[src/rtl/isqrt_pkg.sv]
package isqrt_pkg;

  // Sequencer states of the root unit
  typedef enum logic {
    SQ_IDLE = 1'b0,
    SQ_RUN  = 1'b1
  } sq_state_e;

endpackage

[src/rtl/isqrt_trial.sv]
// Combinational trial step: set the trial bit, square, compare, keep or drop.
module isqrt_trial #(
  parameter int IN_W  = 32,
  parameter int OUT_W = IN_W / 2
) (
  input  logic [IN_W-1:0]  opnd_i,
  input  logic [OUT_W-1:0] root_i,
  input  logic [OUT_W-1:0] trial_i,
  output logic [OUT_W-1:0] root_o
);

  localparam int PAD_W = IN_W - OUT_W;

  logic [OUT_W-1:0] cand;
  logic [IN_W-1:0]  cand_ext;
  logic [IN_W-1:0]  cand_sq;
  logic             fits;

  always_comb begin
    cand     = root_i | trial_i;
    cand_ext = {{PAD_W{1'b0}}, cand};
    // cand < 2**OUT_W, so the square fits in IN_W = 2*OUT_W bits
    cand_sq  = cand_ext * cand_ext;
    fits     = (cand_sq <= opnd_i);
    root_o   = fits ? cand : root_i;
  end

endmodule

[src/rtl/isqrt_dp.sv]
// Datapath: operand, trial-bit and root registers.
module isqrt_dp #(
  parameter int IN_W  = 32,
  parameter int OUT_W = IN_W / 2
) (
  input  logic             clk,
  input  logic             rst_n,
  input  logic             load_en,
  input  logic             step_en,
  input  logic [IN_W-1:0]  opnd_i,
  output logic [IN_W-1:0]  opnd_q_o,
  output logic [OUT_W-1:0] root_o,
  output logic             last_o
);

  localparam logic [OUT_W-1:0] TRIAL_TOP = {1'b1, {(OUT_W-1){1'b0}}};

  logic [IN_W-1:0]  opnd_q,  opnd_d;
  logic [OUT_W-1:0] trial_q, trial_d;
  logic [OUT_W-1:0] root_q,  root_d;
  logic [OUT_W-1:0] root_step;

  isqrt_trial #(.IN_W(IN_W), .OUT_W(OUT_W)) u_trial (
    .opnd_i  (opnd_q),
    .root_i  (root_q),
    .trial_i (trial_q),
    .root_o  (root_step)
  );

  // Next-state logic
  always_comb begin
    opnd_d  = opnd_q;
    trial_d = trial_q;
    root_d  = root_q;
    if (load_en) begin
      opnd_d  = opnd_i;
      trial_d = TRIAL_TOP;
      root_d  = '0;
    end else if (step_en) begin
      trial_d = trial_q >> 1;
      root_d  = root_step;
    end
  end

  // Registers with explicit clock enables
  always_ff @(posedge clk or negedge rst_n) begin
    if (!rst_n) begin
      opnd_q <= '0;
    end else if (load_en) begin
      opnd_q <= opnd_d;
    end
  end

  always_ff @(posedge clk or negedge rst_n) begin
    if (!rst_n) begin
      trial_q <= '0;
      root_q  <= '0;
    end else if (load_en || step_en) begin
      trial_q <= trial_d;
      root_q  <= root_d;
    end
  end

  assign opnd_q_o = opnd_q;
  assign root_o   = root_q;
  assign last_o   = trial_q[0];

endmodule

[src/rtl/isqrt_ctrl.sv]
// Sequencer: accepts starts, runs one step per cycle, signals completion.
module isqrt_ctrl
  import isqrt_pkg::*;
(
  input  logic clk,
  input  logic rst_n,
  input  logic start_i,
  input  logic last_i,
  output logic load_en_o,
  output logic step_en_o,
  output logic busy_o,
  output logic done_o
);

  sq_state_e state_q, state_d;
  logic      done_q,  done_d;

  always_comb begin
    load_en_o = (state_q == SQ_IDLE) && start_i;
    step_en_o = (state_q == SQ_RUN);
    state_d   = state_q;
    done_d    = 1'b0;
    unique case (state_q)
      SQ_IDLE: if (start_i) state_d = SQ_RUN;
      SQ_RUN: begin
        if (last_i) begin
          state_d = SQ_IDLE;
          done_d  = 1'b1;
        end
      end
      default: state_d = SQ_IDLE;
    endcase
  end

  always_ff @(posedge clk or negedge rst_n) begin
    if (!rst_n) begin
      state_q <= SQ_IDLE;
      done_q  <= 1'b0;
    end else begin
      state_q <= state_d;
      done_q  <= done_d;
    end
  end

  assign busy_o = (state_q == SQ_RUN);
  assign done_o = done_q;

endmodule

[src/rtl/isqrt_seq.sv]
// Top: sequential floor square root, one result bit per cycle.
module isqrt_seq #(
  parameter int IN_W  = 32,
  parameter int OUT_W = IN_W / 2
) (
  input  logic             clk,
  input  logic             rst_n,
  input  logic             start,
  input  logic [IN_W-1:0]  opnd,
  output logic             busy,
  output logic             done,
  output logic [OUT_W-1:0] root
);

  logic            load_en;
  logic            step_en;
  logic            last;
  logic [IN_W-1:0] opnd_q;

  isqrt_ctrl u_ctrl (
    .clk       (clk),
    .rst_n     (rst_n),
    .start_i   (start),
    .last_i    (last),
    .load_en_o (load_en),
    .step_en_o (step_en),
    .busy_o    (busy),
    .done_o    (done)
  );

  isqrt_dp #(.IN_W(IN_W), .OUT_W(OUT_W)) u_dp (
    .clk      (clk),
    .rst_n    (rst_n),
    .load_en  (load_en),
    .step_en  (step_en),
    .opnd_i   (opnd),
    .opnd_q_o (opnd_q),
    .root_o   (root),
    .last_o   (last)
  );

endmodule

[config.mk]
export PLATFORM = sky130hd
export DESIGN_NAME = isqrt_seq
export DESIGN_NICKNAME = d
export VERILOG_FILES = /design/src/rtl/isqrt_pkg.sv /design/src/rtl/isqrt_trial.sv /design/src/rtl/isqrt_dp.sv /design/src/rtl/isqrt_ctrl.sv /design/src/rtl/isqrt_seq.sv
export SDC_FILE = /design/constraint.sdc
export NUM_CORES = 1
export LEC_CHECK = 0
export BUFFER_PORTS_ARGS = -buffer_cell sky130_fd_sc_hd__buf_4
export CAP_MARGIN = 20
export CELL_PAD_IN_SITES_DETAIL_PLACEMENT = 0
export CELL_PAD_IN_SITES_GLOBAL_PLACEMENT = 2
export CORE_UTILIZATION = 43
export CTS_CLUSTER_SIZE = 20
export DETAILED_ROUTE_END_ITERATION = 16
export GPL_TIMING_DRIVEN = 0
export PLACE_DENSITY = 0.95
export SYNTH_ARGS = -nofsm -noshare
export SYNTH_HDL_FRONTEND = slang
export SYNTH_SLANG_ARGS = --single-unit
[constraint.sdc]
create_clock -name clk -period 16.4 [get_ports clk]
set_input_delay 1.64 -clock clk [delete_from_list [all_inputs] [get_ports clk]]
set_output_delay 1.64 -clock clk [all_outputs]
set_load 0.02 [all_outputs]
After elaboration in Yosys (flattened, before gate mapping)
Index checks and enable logic that the tools add are counted.
{ "totals": {"reg_bits": 66, "latchBits": 0, "ramBits": 0, "mem_bits_ro": 0, "output_inout_bits": 18, "wordCells": 25, "n_memories": 0} }
{ "classes": {"n_addsub": 0, "n_mul": 1, "n_div": 0, "order_cmp": 1, "n_eq_ne": 0, "n_shift": 0, "muxes": 10, "bitwise_logic": 2, "n_reduce_logical": 6} }
{ "op_table": {"columns": ["cell", "n"], "rows": [
  ["16-bit 2-to-1 mux", 5],
  ["32-bit less-or-equal comparator", 1],
  ["16-bit by 16-bit multiplier with 32-bit output", 1],
  ["16-bit OR", 1],
  ["1-bit 2-to-1 mux", 4],
  ["2-bit nonzero test", 2],
  ["3-bit AND reduction", 1],
  ["1-bit one-hot mux with 2 select lines", 1],
  ["2-bit AND reduction", 1],
  ["1-bit logical AND", 1],
  ["1-bit logical OR", 1],
  ["1-bit inverter", 1]
]} }

Logic depth before layout (Yosys ltp)
{ "depth": {"depth_word": 6, "mapped_depth": 34, "depth_no_buf": 32} }

Cells and area by module
Synthesis repeated with hierarchy kept, for this count alone.
{ "hier_totals": {"cells_unflattened": 1166, "area_unflattened_um2": 10887.9} }
{ "modules_own_cells": {"columns": ["mod", "n_inst", "cells_each", "area_each_um2", "seq_area_each_um2"], "rows": [
  ["isqrt_trial", 1, 988, 8167.8, 0.0],
  ["isqrt_dp", 1, 171, 2635.0, 1601.5],
  ["isqrt_ctrl", 1, 7, 85.1, 50.0]
]} }

Least setup slack after synthesis
Ideal clock, no wire load.
{ "synth_timing": {"path_kind": "register to register", "start": "reg u_dp.root_q[3] (netlist: u_dp.root_o[3])", "end": "reg u_dp.root_q[14] (netlist: u_dp.root_o[14])", "setup_ns": 0.066, "arrival_ns": 7.909, "setup_slack_ns": 8.425, "stages_incl_launch_ff": 34, "n_path_buf": 1, "path_cell_list": "dfrtp_1 > nor2_1 > clkinv_1 > nand2_1 > inv_1 > fa_1 > inv_1 > fa_1 > inv_1 > fa_1 > inv_1 > fa_1 > inv_1 > fa_1 > inv_1 > fa_1 > inv_1 > ha_1 > nand4_1 > a2111oi_4 > a211oi_2 > or4_4 > o211ai_2 > o31ai_1 > xnor2_1 > ha_1 > a21oi_1 > nor2b_1 > o21ai_0 > nor4bb_1 > nor2b_1 > a311o_1 > buf_2 > a22o_1"} }
{ "synth_between": {"elab_chain_cells": 5} }
{ "synth_lines": {"columns": ["element", "line_no", "source"], "rows": [
  ["from (decl)", "isqrt_dp.sv:20", "logic [OUT_W-1:0] root_q, root_d;"],
  ["from (signal assigned)", "isqrt_dp.sv:60", "root_q <= root_d;"],
  ["16-bit OR", "isqrt_trial.sv:20", "cand = root_i | trial_i;"],
  ["16-bit by 16-bit multiplier with 32-bit output", "isqrt_trial.sv:23", "cand_sq = cand_ext * cand_ext;"],
  ["32-bit less-or-equal comparator", "isqrt_trial.sv:24", "fits = (cand_sq <= opnd_i);"],
  ["2-bit nonzero test (no line)", null, null],
  ["3-bit AND reduction (no line)", null, null]
]} }
No other way between the ends.
A chain may end at the register's enable or synchronous reset.

Final worst setup path
{ "layout_timing": {"start": "reg u_dp.trial_q[8]", "end": "reg u_dp.root_q[8] (netlist: u_dp.root_o[8])"} }
{ "layout_between": {"elab_chain_cells": 5, "word_cells_on_any_way": 8, "cone_classes": "mul: 1; order compare: 1; mux: 3; bitwise: 1; reduce/logical: 2"} }
{ "layout_lines": {"columns": ["element", "line_no", "source"], "rows": [
  ["from (decl)", "isqrt_dp.sv:19", "logic [OUT_W-1:0] trial_q, trial_d;"],
  ["from (signal assigned)", "isqrt_dp.sv:59", "trial_q <= trial_d;"],
  ["16-bit OR (*)", "isqrt_trial.sv:20", null],
  ["16-bit by 16-bit multiplier with 32-bit output", "isqrt_trial.sv:23", null],
  ["32-bit less-or-equal comparator", "isqrt_trial.sv:24", null],
  ["2-bit nonzero test (no line)", null, null],
  ["3-bit AND reduction (no line)", null, null]
]} }
Every way passes the cells marked *; elsewhere a longest branch is shown, timed or not. The select of a mux whose other input is x is not followed.

==> run metrics <==
worst hold path type reg2reg; outcome finished, final reports clean; GR Util All Layers 23.0%; Yosys cell types 59; vias per cell 5.10; Max stage delay cell, worst path nor2_1; core area 23800 um2; Clock Latency Late Sink 0.34 ns; CTS tree done; Chip Width 158 um; WP data arrival 10.40 ns; Avg Cell Area, Syn 8.87 um2; Area growth syn-to-layout 10.4%; drt pass-1 iters 5; Initial Utilization 44.3%; Post-Synthesis Cells 1185; share of layout cells above drive strength 1 8.15%; Cell Area, Synth 10500 um2; Highest Signal Layer met4; CP peak stage delay 0.83 ns; largest net degree at the start of global routing 67; routed metal-1 wire length 12200 um; total setup buffers inserted after CTS 0; routed wire length 26200 um; Slew @ Worst Pin 1.08 ns; Vias 8012; ys flop type dfrtp_1; Cell Area, Placed 11300 um2; post-route setup TNS 0 ns; max_slew headroom 27.8%; Final Slew Violations 0; PostCTS Resize Cnt 0; DRC viols 0; Clock transition at path regs 0.06 ns; CP Data Required Time 16.68 ns; Period Utilization, post-route 61.7%; I/O Buffers 52; Wirelength per Cell 16.7 um; crit path buf inv count 9; post-synthesis register bit count 66; Final Hold Vio Count 0; post-DP HPWL 21900 um; Async SR Flop Fraction 100%; IO Count 53; vias in the first global route 8412; RSZ-0062 raised after global routing false; crit end category flip-flop; Critical Setup Path Class reg2reg; Num CTS Buffers 9; row cnt 56; CP max FO 10; Final nets 1574; Fmax 0.0988 GHz; Longest Clk Path Bufs 2; Synth top area share 30.7%; CTS H-tree depth 3; # clock sinks 66; post-synthesis sequential area ratio 15.7%; CTS Hold Bufs 0; # Max-Cap Violations 0; cell area after layout 11600 um2; antenna cell count 0; type of origin of the critical path flip-flop; Area contributors post-synth fa_1, dfrtp_1, ha_1; largest delay contributor family on the critical path adder cells; number of synthesized flops with an enable pin 0; die height 158 um; GRT Residual Overflow 0; Die ar. 25100 um2; First DRT Iteration DRCs 429; Root Buffer clkbuf_16; routability cong. 0.887; Finish-stage setup viols 0; Crit path top cell by count inv_1; Yosys top cell by area fa_1; initial antenna violation count 1; first-pass GRT wire length 43400 um; synth warn 0; WL met3 1270 um; Routed Antenna Nets 0; clk_skew 0.0115 ns; Tmin final 10.12 ns; DR WL met2 12400 um; Synth Net Count 1510
[final cells by class]
cell class | count | area, um2
Sequential cell | 66 | 1650
Inverter | 271 | 1020
Clock buffer | 12 | 256
Multi-Input combinational cell | 810 | 7650
Tap cell | 319 | 399
Timing Repair Buffer | 53 | 402
Clock inverter | 2 | 37.5
Fill cell | 2309 | 12100
Buffer | 38 | 194
[synth_stat cells, drive strengths merged, types with 9 or more instances]
cell,count
nand4,14
nand3,9
dfrtp,66
nand2,136
inv,264
ha,129
nand2b,19
fa,161
a21o,22
nor2,98
clkbuf,29
xnor2,26
o21ai,63
a21oi,38
or2,9
xor2,10
a22o,17
a211oi,10
[layout by cell type, fill, tap and decap left out, drive strengths merged, types with 2 or more instances in the layout]
cell type  count
inv          264
clkinv         7
o31ai          2
and3           3
a31oi          5
nand4         14
nor4bb         2
a21o          22
nand2b        19
a21oi         38
and2           2
ha           129
xnor2         26
dfrtp         66
or2            9
nor2          98
nor2b          6
buf           60
a31o           3
nor4           2
o211ai         3
xor2          10
o21ai         63
o21a           2
fa           161
nand3          9
a211o          2
a211oi        10
a22o          17
nor3           4
clkbuf        41
nand2        136
[worst register-to-register path: cells and delay by family (launching register included)]
family	cells	cell delay [ns]
XOR/XNOR	1	0.13
AO/OA/AOI/OAI	8	1.50
adder cells (fa/ha/maj)	8	3.74
buffers and inverters	9	1.54
flip-flops	1	0.41
AND/OR/NAND/NOR	7	2.74
[worst paths after layout]
| check | startpoint | to | slack (ns) | cells after the start |
|---|---|---|---|---|
| max reg2reg | u_dp.trial_q[8] | u_dp.root_o[8] | 6.28 | 33 |
| max in group asynchronous | rst_n | u_dp.root_o[13] | 14.38 | 1 |
| min in group asynchronous | rst_n | u_dp.opnd_q_o[30] | 1.39 | 1 |
| min reg2reg | u_dp.opnd_q_o[0] | u_dp.opnd_q_o[0] | 0.49 | 2 |
| min | u_dp.opnd_q_o[0] | u_dp.opnd_q_o[0] | 0.49 | 2 |
| max | u_dp.trial_q[8] | u_dp.root_o[8] | 6.28 | 33 |
[routing by layer]
layer / track usage (%) / up-vias
li1: - / 3822
met1: 32.4 / 3996
met2: 37.7 / 171
met3: 3.46 / 23
met4: 4.40 / 0
met5: 0 / -
[metrics by stage]
step / utilization [%] / hold WS (ns) / setup WS [ns] / cells
after global routing: 48.9 / 0.527 / 5.89 / 1571
after detailed placement: 47.6 / 0.488 / 6.44 / 1557
after CTS: 48.9 / 0.503 / 6.37 / 1571
after floorplan: - / 0.452 / 8.42 / 1185
final: 48.9 / 0.494 / 6.28 / 1571
after global placement: 47.6 / 0.483 / 6.35 / 1556
[sequential cells by signal (all words and copies together) (netlist names)]
signal and count:
u_ctrl.done_o 1, u_dp.root_o 16, u_dp.opnd_q_o 32, u_dp.trial_q 16, u_ctrl.busy_o 1
[cell families after synthesis]
group                    count (synthesis)  share of synthesized area (%)
AO/OA/AOI/OAI                          176                           10.9
XOR/XNOR                                36                           3.00
adder cells (fa/ha/maj)                291                           46.1
buffers and inverters                  309                           11.5
flip-flops                              66                           15.7
AND/OR/NAND/NOR                        307                           12.8
Power is left out: the tool's default activity adds up to more than one toggle a clock period on the data nets, which glitch-free logic cannot reach.
